--- config.mk ---
export PLATFORM = sky130hd
export DESIGN_NAME = tick_timer
export DESIGN_NICKNAME = d
export VERILOG_FILES = /design/src/rtl/tmr_pkg.sv /design/src/rtl/tmr_ctrl.sv /design/src/rtl/tmr_chan.sv /design/src/rtl/tmr_dp.sv /design/src/rtl/tick_timer.sv
export SDC_FILE = /design/constraint.sdc
export NUM_CORES = 1
export LEC_CHECK = 0
export BUFFER_PORTS_ARGS = -buffer_cell sky130_fd_sc_hd__buf_2
export CORE_ASPECT_RATIO = 0.6
export CORE_MARGIN = 2
export CORE_UTILIZATION = 33
export DETAILED_ROUTE_END_ITERATION = 12
export PLACE_DENSITY = 0.45
export SLEW_MARGIN = 25
export SYNTH_ARGS = -nofsm -noshare
export SYNTH_HDL_FRONTEND = slang
export SYNTH_HIERARCHICAL = 1
export SYNTH_SLANG_ARGS = --single-unit
--- constraint.sdc ---
create_clock -name clk -period 4.8 [get_ports clk]
set_clock_uncertainty 0.2 [all_clocks]
set_input_delay 0.96 -clock clk [delete_from_list [all_inputs] [get_ports clk]]
set_output_delay 0.96 -clock clk [all_outputs]
set_load 0.02 [all_outputs]
--- src/rtl/tmr_pkg.sv ---
package tmr_pkg;
  localparam int CH_IDX_W = 4;

  localparam int CTL_EN    = 0;
  localparam int CTL_RLD   = 1;
  localparam int CTL_SRC   = 2;
  localparam int CTL_PRE   = 4;
  localparam int CTL_ONE   = 7;
  localparam int CTL_WIDTH = 8;

  typedef enum logic [2:0] {
    RK_NONE,
    RK_IRQEN,
    RK_IRQST,
    RK_CTRL,
    RK_INTV,
    RK_VAL
  } regKind_e;

  typedef struct packed {
    logic                wr;
    regKind_e            kind;
    logic [CH_IDX_W-1:0] ch;
  } busCmd_t;
endpackage

--- src/rtl/tmr_ctrl.sv ---
module tmr_ctrl
  import tmr_pkg::*;
#(
  parameter int NCH = 2,
  parameter int AW  = 6
) (
  input  logic          wrEn,
  input  logic [AW-1:0] addr,
  output busCmd_t       cmd
);
  logic [AW-1:0] off;
  logic [AW-3:0] chN;

  always_comb begin
    cmd.wr   = 1'b0;
    cmd.kind = RK_NONE;
    cmd.ch   = '0;
    off      = addr - AW'(4);
    chN      = off[AW-1:2];
    if (addr == AW'(0)) begin
      cmd.kind = RK_IRQEN;
    end else if (addr == AW'(1)) begin
      cmd.kind = RK_IRQST;
    end else if (addr >= AW'(4) && int'(chN) < NCH) begin
      cmd.ch = CH_IDX_W'(chN);
      case (off[1:0])
        2'd0:    cmd.kind = RK_CTRL;
        2'd1:    cmd.kind = RK_INTV;
        2'd2:    cmd.kind = RK_VAL;
        default: cmd.kind = RK_NONE;
      endcase
    end
    cmd.wr = wrEn && (cmd.kind != RK_NONE);
  end
endmodule

--- src/rtl/tmr_chan.sv ---
module tmr_chan
  import tmr_pkg::*;
#(
  parameter int CW    = 32,
  parameter int PRE_W = 3
) (
  input  logic                 clk,
  input  logic                 rstN,
  input  logic [1:0]           tickIn,
  input  logic                 ctrlWr,
  input  logic                 intvWr,
  input  logic [CW-1:0]        wrData,
  output logic [CTL_WIDTH-1:0] ctlOut,
  output logic [CW-1:0]        intvOut,
  output logic [CW-1:0]        cntOut,
  output logic                 expire
);
  localparam int DIV_W = (1 << PRE_W) - 1;

  logic             en, relPend, oneShot;
  logic [1:0]       src;
  logic [PRE_W-1:0] pres;
  logic [1:0]       grace;
  logic [DIV_W-1:0] preCnt, divMask;
  logic [CW-1:0]    intv, cnt;
  logic             srcTick, chTick, active;

  assign srcTick = (src == 2'd1) ? tickIn[1] : tickIn[0];
  assign divMask = ~({DIV_W{1'b1}} << pres);
  assign chTick  = srcTick && ((preCnt & divMask) == divMask);
  assign active  = en || (grace != 2'd0);
  assign expire  = active && chTick && !relPend && (cnt == '0);

  always_ff @(posedge clk) begin
    if (!rstN) begin
      en      <= 1'b0;
      relPend <= 1'b0;
      oneShot <= 1'b0;
      src     <= '0;
      pres    <= '0;
      grace   <= '0;
      preCnt  <= '0;
      intv    <= '0;
      cnt     <= '0;
    end else begin
      if (srcTick) preCnt <= preCnt + 1'b1;
      if (intvWr) intv <= wrData;
      if (active && chTick) begin
        relPend <= 1'b0;
        if (relPend) cnt <= intv;
        else if (cnt == '0) begin
          if (oneShot) en <= 1'b0;
          else cnt <= intv;
        end else cnt <= cnt - 1'b1;
      end
      if (grace != 2'd0 && srcTick) grace <= grace - 2'd1;
      if (ctrlWr) begin
        en      <= wrData[CTL_EN];
        src     <= wrData[CTL_SRC +: 2];
        pres    <= wrData[CTL_PRE +: PRE_W];
        oneShot <= wrData[CTL_ONE];
        if (wrData[CTL_RLD]) relPend <= 1'b1;
        if (wrData[CTL_EN]) grace <= 2'd0;
        else if (en) grace <= 2'd2;
      end
    end
  end

  assign ctlOut  = {oneShot, pres, src, 1'b0, en};
  assign intvOut = intv;
  assign cntOut  = cnt;

  a_r3_step: assert property (@(posedge clk) disable iff (!rstN)
    (active && chTick && !relPend && cnt != '0) |=> (cnt == $past(cnt) - 1'b1));
  a_r3_reload_at_zero: assert property (@(posedge clk) disable iff (!rstN)
    (expire && !oneShot) |=> (cnt == $past(intv)));
  a_r4_oneshot_stop: assert property (@(posedge clk) disable iff (!rstN)
    (expire && oneShot && !ctrlWr) |=> (!en && cnt == '0));
  a_r5_hold_idle: assert property (@(posedge clk) disable iff (!rstN)
    !(active && chTick) |=> $stable(cnt));
  a_r8_grace_bound: assert property (@(posedge clk) disable iff (!rstN)
    grace <= 2'd2);
endmodule

--- src/rtl/tmr_dp.sv ---
module tmr_dp
  import tmr_pkg::*;
#(
  parameter int NCH = 2,
  parameter int CW  = 32
) (
  input  logic          clk,
  input  logic          rstN,
  input  logic [1:0]    tickIn,
  input  busCmd_t       cmd,
  input  logic [CW-1:0] wrData,
  output logic [CW-1:0] rdData,
  output logic          irq
);
  logic [NCH-1:0]       ieReg, stReg, expVec, clrMask;
  logic [CTL_WIDTH-1:0] chCtl  [NCH];
  logic [CW-1:0]        chIntv [NCH];
  logic [CW-1:0]        chCnt  [NCH];
  logic [CTL_WIDTH-1:0] selCtl;
  logic [CW-1:0]        selIntv, selCnt, rdNext;

  for (genvar g = 0; g < NCH; g++) begin : g_chan
    tmr_chan #(.CW(CW)) i_chan (
      .clk     (clk),
      .rstN    (rstN),
      .tickIn  (tickIn),
      .ctrlWr  (cmd.wr && cmd.kind == RK_CTRL && cmd.ch == CH_IDX_W'(g)),
      .intvWr  (cmd.wr && cmd.kind == RK_INTV && cmd.ch == CH_IDX_W'(g)),
      .wrData  (wrData),
      .ctlOut  (chCtl[g]),
      .intvOut (chIntv[g]),
      .cntOut  (chCnt[g]),
      .expire  (expVec[g])
    );
  end

  assign clrMask = (cmd.wr && cmd.kind == RK_IRQST) ? wrData[NCH-1:0] : '0;

  always_ff @(posedge clk) begin
    if (!rstN) begin
      ieReg  <= '0;
      stReg  <= '0;
      rdData <= '0;
    end else begin
      if (cmd.wr && cmd.kind == RK_IRQEN) ieReg <= wrData[NCH-1:0];
      stReg  <= (stReg & ~clrMask) | expVec;
      rdData <= rdNext;
    end
  end

  always_comb begin
    selCtl  = '0;
    selIntv = '0;
    selCnt  = '0;
    for (int i = 0; i < NCH; i++) begin
      if (cmd.ch == CH_IDX_W'(i)) begin
        selCtl  = chCtl[i];
        selIntv = chIntv[i];
        selCnt  = chCnt[i];
      end
    end
    case (cmd.kind)
      RK_IRQEN: rdNext = CW'(ieReg);
      RK_IRQST: rdNext = CW'(stReg);
      RK_CTRL:  rdNext = CW'(selCtl);
      RK_INTV:  rdNext = selIntv;
      RK_VAL:   rdNext = selCnt;
      default:  rdNext = '0;
    endcase
  end

  assign irq = |(stReg & ieReg);

  a_r6_w1c: assert property (@(posedge clk) disable iff (!rstN)
    (cmd.wr && cmd.kind == RK_IRQST && expVec == '0)
      |=> ((stReg & $past(wrData[NCH-1:0])) == '0));
  a_r6_sticky: assert property (@(posedge clk) disable iff (!rstN)
    (!(cmd.wr && cmd.kind == RK_IRQST)) |=> ((stReg & $past(stReg)) == $past(stReg)));
endmodule

--- src/rtl/tick_timer.sv ---
module tick_timer
  import tmr_pkg::*;
#(
  parameter int NCH = 2,
  parameter int CW  = 32,
  parameter int AW  = 6
) (
  input  logic          clk,
  input  logic          rstN,
  input  logic [1:0]    tickIn,
  input  logic          wrEn,
  input  logic [AW-1:0] addr,
  input  logic [CW-1:0] wrData,
  output logic [CW-1:0] rdData,
  output logic          irq
);
  busCmd_t cmd;

  tmr_ctrl #(.NCH(NCH), .AW(AW)) i_ctrl (
    .wrEn (wrEn),
    .addr (addr),
    .cmd  (cmd)
  );

  tmr_dp #(.NCH(NCH), .CW(CW)) i_dp (
    .clk    (clk),
    .rstN   (rstN),
    .tickIn (tickIn),
    .cmd    (cmd),
    .wrData (wrData),
    .rdData (rdData),
    .irq    (irq)
  );
endmodule

Word level (Yosys, flattened, before mapping)
Index checks and enable logic that the tools add are counted.

cells by class
  order comparisons = 2
  bitwise logic cells = 8
  shift operators = 2
  muxes and demuxes = 46
  reductions and logical operators = 43
  eq/ne operators = 17
  add/sub/neg operators = 7

operators with widths
  operator                                                           count
  two-way mux 32 bit                                                 10
  one-hot mux 32 bit (5 select lines)                                1
  zero test 32 bit                                                   2
  subtractor 32 x 1 -> 32 bit, second input constant                 2
  logical AND 1 bit                                                  20
  two-way mux 1 bit                                                  18
  two-way mux 2 bit                                                  9
  two-way mux 8 bit                                                  2
  nonzero test 2 bit                                                 8
  adder 7 x 1 -> 7 bit, second input constant                        2
  AND 7 bit                                                          2
  == test 7 bit                                                      2
  inverter 7 bit                                                     2
  << shifter 7 x 3 -> 7 bit, first input constant                    2
  one-hot mux 3 bit (3 select lines)                                 1
  two-way mux 4 bit                                                  2
  AND reduction 4 bit                                                2
  two-way mux 7 bit                                                  1
  == test 2 x 1 -> 1 bit, second input constant                      3
  == test 3 x 2 -> 1 bit, second input constant                      2
  == test 3 bit, second input constant                               2
  == test 6 x 1 -> 1 bit, second input constant                      1
  greater-or-equal comparator 6 x 3 -> 1 bit, second input constant  1
  zero test 6 bit                                                    1
  19 further kinds                                                   27

storage, ports and cells
  logic and storage cells = 146
  register bits = 198
  input bits = 43
  output and inout bits = 33

Depth between registers and ports, before layout
Gate-level depths: netlist of run 1.

  depth in word-level cells = 13
  depth in mapped cells = 15
  depth with buffers taken out = 12

By module
Netlist of run 1, hierarchy kept.

by module, submodules not included
  module    area each (sq um)  instances  cells each  sequential area each (sq um)
  tmr_chan  4157.7             2          480         1621.6
  tmr_dp    2374.8             1          244         720.7
  tmr_ctrl  291.5              1          37          0.0

Worst setup path after synthesis of run 1
Ideal clock, no wire load.

  kind = in2reg
  start point = in addr[2]
  end point = reg i_dp.g_chan[1].i_chan.intv[10]
  data required time = 4.483 ns
  stages on the path = 15
  arrival = 3.655 ns
  slack = 0.828 ns
  setup time = 0.117 ns
  path buffers = 5
  cell sequence = inv_1 ha_1 or2_4 o31ai_4 o211ai_4 nor3_1 buf_2 buf_4 buf_1 nand2_1 nor2_1 clkbuf_1 buf_1 mux2i_1 nor2b_1

RTL lines
  what                  line              text
  from (decl)           tick_timer.sv:12  input logic [AW-1:0] addr,
  to (signal assigned)  tmr_chan.sv:47    if (intvWr) intv <= wrData;
  to (decl)             tmr_chan.sv:25    logic [CW-1:0] intv, cnt;

==> out/metrics.yaml, run 1 <==
outcome:
  status: "finished, final reports clean"
setup_path:
  path_max_fanout: 21
  reg2regPathDepth: 8
  worst_ep_required_time_ns: 4.95
  cp-start-kind: "primary input"
  worstSetupPathType: "primary input to register"
  r2r_slack_ns: 1.19
  path_cells: "buf_2 > inv_1 > ha_1 > or2_4 > o31ai_4 > o211ai_4 > nor3b_2 > buf_4 > nor3b_4 > nand2_4 > nor2_4 > buf_4 > mux2i_1 > nor2b_1"
  path_buf_inv: 4
  regToRegStartpoint: "i_dp/g_chan[0].i_chan/cntOut[4]$_SDFFE_PN0P_"
  r2r_end: "i_dp/g_chan[0].i_chan/cntOut[7]$_SDFFE_PN0P_"
  crit_family: "simple AND/OR/NAND/NOR gates"
  crit_top_cell: "buf_4"
  crit_slowest_cell: "buf_4"
  arrival_ns: 3.76
  max_stage_delay_ns: 0.41
  worstSetupEndpointType: "register"
clock_network:
  clock-sinks: 198
  cts_buffers: 17
  cts_tree: "done"
  post_cts_buffers: 0
  clkLatencyLatePin_ns: 0.46
  path_clk_slew_ns: 0.07
  ctsResizeCount: 0
  root_buffer: "clkbuf_16"
  htree_levels: 4
  clock_tree.buffer_depth: 2
  holdBufCountCts: 0
sta:
  fmax_mhz: 276.7
  setup_viol: 0
  finalCriticalPeriod_ns: 3.614
  timing.hold.ws_ns: 0.3175
  slew_violations: 0
  tightest_slew_ns: 0.9779
  hold_violations: 0
  fin_crit_sh: 0.7528
  maxSlewHeadroom: 0.3481
  setup_tns_ns: 0
  rsz0062_at_grt: "false"
global_routing:
  grt_pass1_wl_um: 56590
  grtUsageMet1: 0.3455
  grt_pass1_vias: 8994
  grtUsageMet2: 0.2842
  met3_usage: 0.04300
  grt_max_degree: 64
  grt_busiest_layer: "met1"
  grt_overflow_total: 0
  grt_util_all_layers: 0.2141
  antenna_found_initial: 1
cells_and_area:
  area_delta_synth_final_pct: 11.70
  final_common_cell: "dfxtp_1"
  insertedDiodeCount: 0
  num-fill-cells: 3382
  nets: 1333
  register_area_mm2: 0.003964
  multiInputGateArea_mm2: 0.006397
  mostFrequentLayoutCells: "198 x dfxtp_1, 148 x mux2i_1, 92 x a21oi_1, 91 x nor2b_1, 76 x nor2_1"
  drive_gt1_frac: 0.1522
flow_run:
  max_cap_violations: 0
floorplan:
  ios: 76
  num_rows: 51
  dieArea_mm2: 0.03480
  die_w_um: 239.5
  initial_utilization: 0.3368
  coreArea_mm2: 0.03261
  fp.dieH_um: 145.3
power_and_ir_drop:
  p_sw_uw: 4870
  p_leak_uw: 0.004131
  p_int_uw: 4624
  p_seq_frac: 0.198
  irDropWorstVdd_mv: 0.7130
  p_clk_frac: 0.165
  power_frac_comb: 0.637
  p_per_area_mw_per_mm2: 773.9
  swShare: 0.5130
synth:
  async_flop_share: 0
  synthesis.area_mm2: 0.01098
  yosysWarnings: 6
  yosysSeqAreaShare: 0.3609
  ys_ff_latch: 198
  yosysUniqueCellTypes: 76
  avgSynthCellArea_um2: 8.849
  ys.flop_type: "dfxtp_1"
  syn_inst: 1241
  synth_edf_count: 0
min_path:
  whs_path_depth: 2
  hold_path_class: "register to register"
  min_to: "i_dp/g_chan[0].i_chan/cntOut[31]$_SDFFE_PN0P_"
  hold_path_startpoint: "i_dp/g_chan[0].i_chan/cntOut[31]$_SDFFE_PN0P_"
routing:
  ant_nets: 0
  wl_per_cell_um: 21.32
  firstDrtPassIters: 6
  drt_iter0_markers: 793
  vias_per_cell: 5.438
  via_count: 9451
  drt-total-wl_um: 37060
  drc: 0
placement:
  io_buffers: 75
  gp_congestion: 0.8571
  dpl.hpwl_um: 26680
final cells by class:
class	count	share of cell area
multi-input cells	929	0.5215
inverters	26	0.007956
clock inverters	10	0.01183
clock buffers	22	0.03866
well taps	450	0.04590
repair buffers	103	0.05100
flip-flops and latches	198	0.3231
how the worst max path moves through the flow:
stage          depth (start not counted)                                        endpoint  slack [ns]     from
6_report                              14  i_dp/g_chan[0].i_chan/intvOut[24]$_SDFFE_PN0P_        1.19  addr[2]
5_1_grt                               14  i_dp/g_chan[0].i_chan/intvOut[15]$_SDFFE_PN0P_        0.97  addr[2]
4_1_cts                               14  i_dp/g_chan[0].i_chan/intvOut[24]$_SDFFE_PN0P_        1.19  addr[2]
3_5_place_dp                          14  i_dp/g_chan[0].i_chan/intvOut[26]$_SDFFE_PN0P_        0.69  addr[2]
3_3_place_gp                          14  i_dp/g_chan[0].i_chan/intvOut[31]$_SDFFE_PN0P_        0.80  addr[2]
2_1_floorplan                         15  i_dp/g_chan[1].i_chan/intvOut[10]$_SDFFE_PN0P_        0.83  addr[2]
power groups by stage:
stage / combinational (uW) / sequential [uW] / clock (uW)
finish: 6050 / 1880 / 1570
global route: 6570 / 1890 / 1680
CTS: 5880 / 1870 / 1610
detailed placement: 5830 / 1910 / 0
global placement: 5810 / 1910 / 0
floorplan: 4630 / 1850 / 0
worst min-delay path, stage by stage (launching register included):
cell     delay, ns
dfxtp_1       0.35
nand3_1       0.07
o21ai_1       0.05
registers in the layout, summed over array words and instances, names as in the netlist:
name / count
i_dp/g_chan.i_chan/cntOut: 64
i_dp/g_chan.i_chan/intvOut: 64
i_dp/rdData: 32
i_dp/g_chan.i_chan/preCnt: 14
i_dp/g_chan.i_chan/pres: 6
i_dp/g_chan.i_chan/grace: 4
i_dp/g_chan.i_chan/src: 4
i_dp/g_chan.i_chan/en: 2
i_dp/g_chan.i_chan/oneShot: 2
i_dp/g_chan.i_chan/relPend: 2
i_dp/ieReg: 2
i_dp/stReg: 2
Yosys cell counts (7+ instances only):
library cell | instances | area (um^2)
nor2_1 | 78 | 292.8
nand2_1 | 65 | 244.0
buf_4 | 26 | 195.2
o211ai_1 | 38 | 285.3
a21oi_1 | 92 | 460.4
o22a_1 | 29 | 254.0
nand4_1 | 7 | 43.79
nand3_1 | 17 | 85.08
buf_6 | 13 | 146.4
nor2b_1 | 91 | 569.3
nor4_1 | 16 | 100.1
nor2_2 | 19 | 118.9
or2_2 | 10 | 62.56
buf_2 | 14 | 70.07
buf_1 | 9 | 33.78
o22ai_1 | 14 | 87.58
or4_1 | 18 | 135.1
a22oi_1 | 8 | 60.06
mux2i_1 | 148 | 1481
nand2b_1 | 11 | 68.82
xnor2_1 | 10 | 87.58
clkbuf_1 | 28 | 105.1
or3_1 | 7 | 43.79
and2_1 | 16 | 100.1
ha_1 | 15 | 187.7
o21ai_0 | 16 | 80.08
nor3_1 | 49 | 245.2
inv_1 | 26 | 97.59
o21ai_1 | 37 | 185.2
dfxtp_1 | 198 | 3964
layer usage:
metal	wire [um]	part of all wire	vias to the layer above
met5	0	0	-
met4	346	0.0093	0
met3	2091	0.056	21
met2	14450	0.39	233
met1	20180	0.54	4635
li1	-	-	4562
kinds of logic (layout without fill, tap and decap cells):
logic type | after synthesis | after routing | share of synthesized area
flip-flops | 198 | 198 | 0.3609
AND/OR/NAND/NOR | 453 | 453 | 0.2369
AO/OA/AOI/OAI | 292 | 292 | 0.1769
buffers and inverters | 116 | 161 | 0.05902
multiplexers | 150 | 150 | 0.1369
other | 3 | 5 | 0.001025
XOR/XNOR | 14 | 14 | 0.01116
adder cells (fa/ha/maj) | 15 | 15 | 0.01709
through the flow:
| step | power, uW | setup WS (ns) | utilization | instance area (um^2) | cells |
|---|---|---|---|---|---|
| after detailed placement | 7738 | 0.6935 | 0.3572 | 11650 | 1706 |
| after global placement | 7726 | 0.7964 | 0.3572 | 11650 | 1706 |
| after global routing | 10140 | 0.9745 | 0.3762 | 12270 | 1738 |
| after CTS | 9364 | 1.190 | 0.3762 | 12270 | 1738 |
| after floorplan | 6478 | 0.8285 | - | 10990 | 1243 |
| final | 9494 | 1.186 | 0.3762 | 12270 | 1738 |
Note: power is estimated with default switching activity, not from simulation.
==> run 2, diff against run 1 <==
--- a/config.mk
+++ b/config.mk
@@ -10,7 +10,7 @@
 export CORE_MARGIN = 2
 export CORE_UTILIZATION = 33
 export DETAILED_ROUTE_END_ITERATION = 12
-export PLACE_DENSITY = 0.45
+export PLACE_DENSITY = 0.47
 export SLEW_MARGIN = 25
 export SYNTH_ARGS = -nofsm -noshare
 export SYNTH_HDL_FRONTEND = slang
==> constraint.sdc (replaced) <==
create_clock -name clk -period 3.2 [get_ports clk]
set_clock_uncertainty 0.2 [all_clocks]
set_input_delay 0.64 -clock clk [delete_from_list [all_inputs] [get_ports clk]]
set_output_delay 0.64 -clock clk [all_outputs]
set_load 0.02 [all_outputs]
==> out/metrics.yaml, run 2 (same netlist as run 1, synthesis figures left out) <==
outcome:
  status: "complete, but fails checks"
  violations: "negative setup slack"
clock_network:
  cts_tree: "done"
  cts_buffers: 17
  path_clk_slew_ns: 0.07
  root_buffer: "clkbuf_16"
  clock_tree.buffer_depth: 2
  ctsResizeCount: 0
  post_cts_buffers: 0
  holdBufCountCts: 0
  clock-sinks: 198
  clkLatencyLatePin_ns: 0.45
  htree_levels: 4
setup_path:
  reg2regPathDepth: 8
  regToRegStartpoint: "i_dp/g_chan[1].i_chan/src[0]$_SDFFE_PN0P_"
  worstSetupEndpointType: "register"
  cp-start-kind: "register"
  path_max_fanout: 27
  r2r_end: "i_dp/g_chan[1].i_chan/cntOut[13]$_SDFFE_PN0P_"
  arrival_ns: 3.34
  worstSetupPathType: "register to register"
  r2r_slack_ns: -0.02
  worst_ep_required_time_ns: 3.32
cells_and_area:
  utilization: 0.3987
  insertedDiodeCount: 0
  mostFrequentLayoutCells: "198 x dfxtp_1, 148 x mux2i_1, 92 x a21oi_1, 91 x nor2b_1, 76 x nor2_1"
  final_common_cell: "dfxtp_1"
  stdcell_area_mm2: 0.01300
  nets: 1399
  drive_gt1_frac: 0.1945
  area_delta_synth_final_pct: 18.39
  finalNonFillerCells: 1802
  num-fill-cells: 3302
routing:
  via_count: 9622
  drt-total-wl_um: 37020
  drc: 0
  drt_iter0_markers: 890
  ant_nets: 0
  vias_per_cell: 5.340
  wl_per_cell_um: 20.54
  firstDrtPassIters: 5
power_and_ir_drop:
  p_sw_uw: 7209
  p_leak_uw: 0.004536
  power_uw: 14860
  swShare: 0.4852
  p_seq_frac: 0.186
  irDropWorstVdd_mv: 1.304
  p_per_area_mw_per_mm2: 1143
  power_frac_comb: 0.658
  p_clk_frac: 0.156
  p_int_uw: 7650
global_routing:
  grt_util_all_layers: 0.2157
  grt_pass1_vias: 8961
  grt_pass1_wl_um: 57010
  grt_max_degree: 58
  grt_overflow_total: 0
  antenna_found_initial: 0
floorplan:
  coreArea_mm2: 0.03261
  ios: 76
  dieArea_mm2: 0.03480
  initial_utilization: 0.3368
  num_rows: 51
  die_w_um: 239.5
  fp.dieH_um: 145.3
sta:
  slew_violations: 0
  finalCriticalPeriod_ns: 3.217
  rsz0062_at_grt: "false"
  hold_violations: 0
  fmax_mhz: 310.9
  tightest_slew_ns: 0.6967
  setup_ws_ns: -0.01670
  setup_viol: 1
  maxSlewHeadroom: 0.5223
  fin_crit_sh: 1.005
min_path:
  whs_path_depth: 3
  min_to: "i_dp/g_chan[0].i_chan/intvOut[23]$_SDFFE_PN0P_"
  hold_path_startpoint: "wrData[23]"
  hold_path_class: "primary input to register"
placement:
  io_buffers: 75
  dpl.hpwl_um: 27530
  placed_cells: 1772
  gp_congestion: 0.8986
  dpl_cell_area_mm2: 0.01239
flow_run:
  max_cap_violations: 0
-- run 2: worst max-delay path by stage --
stage,cells after the start,end,start
6_report,8,i_dp/g_chan[1].i_chan/cntOut[13]$_SDFFE_PN0P_,i_dp/g_chan[1].i_chan/src[0]$_SDFFE_PN0P_
3_5_place_dp,14,i_dp/g_chan[0].i_chan/intvOut[20]$_SDFFE_PN0P_,addr[3]
2_1_floorplan,14,i_dp/g_chan[1].i_chan/intvOut[10]$_SDFFE_PN0P_,addr[3]
3_3_place_gp,13,i_dp/g_chan[0].i_chan/pres[0]$_SDFFE_PN0P_,addr[3]
5_1_grt,7,i_dp/g_chan[1].i_chan/cntOut[19]$_SDFFE_PN0P_,i_dp/g_chan[1].i_chan/cntOut[20]$_SDFFE_PN0P_
4_1_cts,7,i_dp/g_chan[1].i_chan/cntOut[26]$_SDFFE_PN0P_,i_dp/g_chan[1].i_chan/cntOut[8]$_SDFFE_PN0P_
-- run 2: metrics by stage --
stage          worst slack (ns)  setup TNS (ns)  hold WS (ns)
2_1_floorplan          -0.03774          -2.002        0.2675
3_3_place_gp           -0.08817         -0.4716        0.2922
3_5_place_dp            -0.1236          -4.337        0.3089
4_1_cts                 0.08913               0        0.2381
5_1_grt                 0.01229               0        0.2486
6_report               -0.01670        -0.01670        0.2587
-- run 2: power groups by stage --
stage	registers [uW]	logic [uW]	clock network [uW]
after floorplan	2780	6940	0
after global placement	2810	9450	0
after detailed placement	2810	9470	0
after CTS	2760	9540	2380
after global routing	2790	10700	2480
final	2760	9770	2320
-- run 2: worst max-delay path: stages (launching register included) --
cell	delay, ns
dfxtp_1	0.36
nor2b_1	0.40
mux2i_1	0.34
a221o_1	0.36
a221oi_2	0.28
nand2_1	0.17
buf_12	0.20
o31ai_1	0.58
a21oi_1	0.15
-- run 2: final cells by class --
cell class | instances | area (um^2) | share of cell area
multi-input combinational | 929 | 6419 | 0.4937
sequential | 198 | 3964 | 0.3049
timing repair buffer | 169 | 1334 | 0.1026
tap | 450 | 563.0 | 0.04331
clock buffer | 22 | 454.2 | 0.03493
clock inverter | 8 | 150.1 | 0.01155
inverter | 26 | 117.6 | 0.009046
-- run 2: per-layer routing --
metal | GRT usage | part of all wire | vias to the layer above
li1 | - | - | 4692
met4 | 0.03031 | 0.0044 | 0
met1 | 0.3492 | 0.53 | 4659
met3 | 0.05708 | 0.075 | 12
met2 | 0.2806 | 0.39 | 259
met5 | 0 | 0 | -
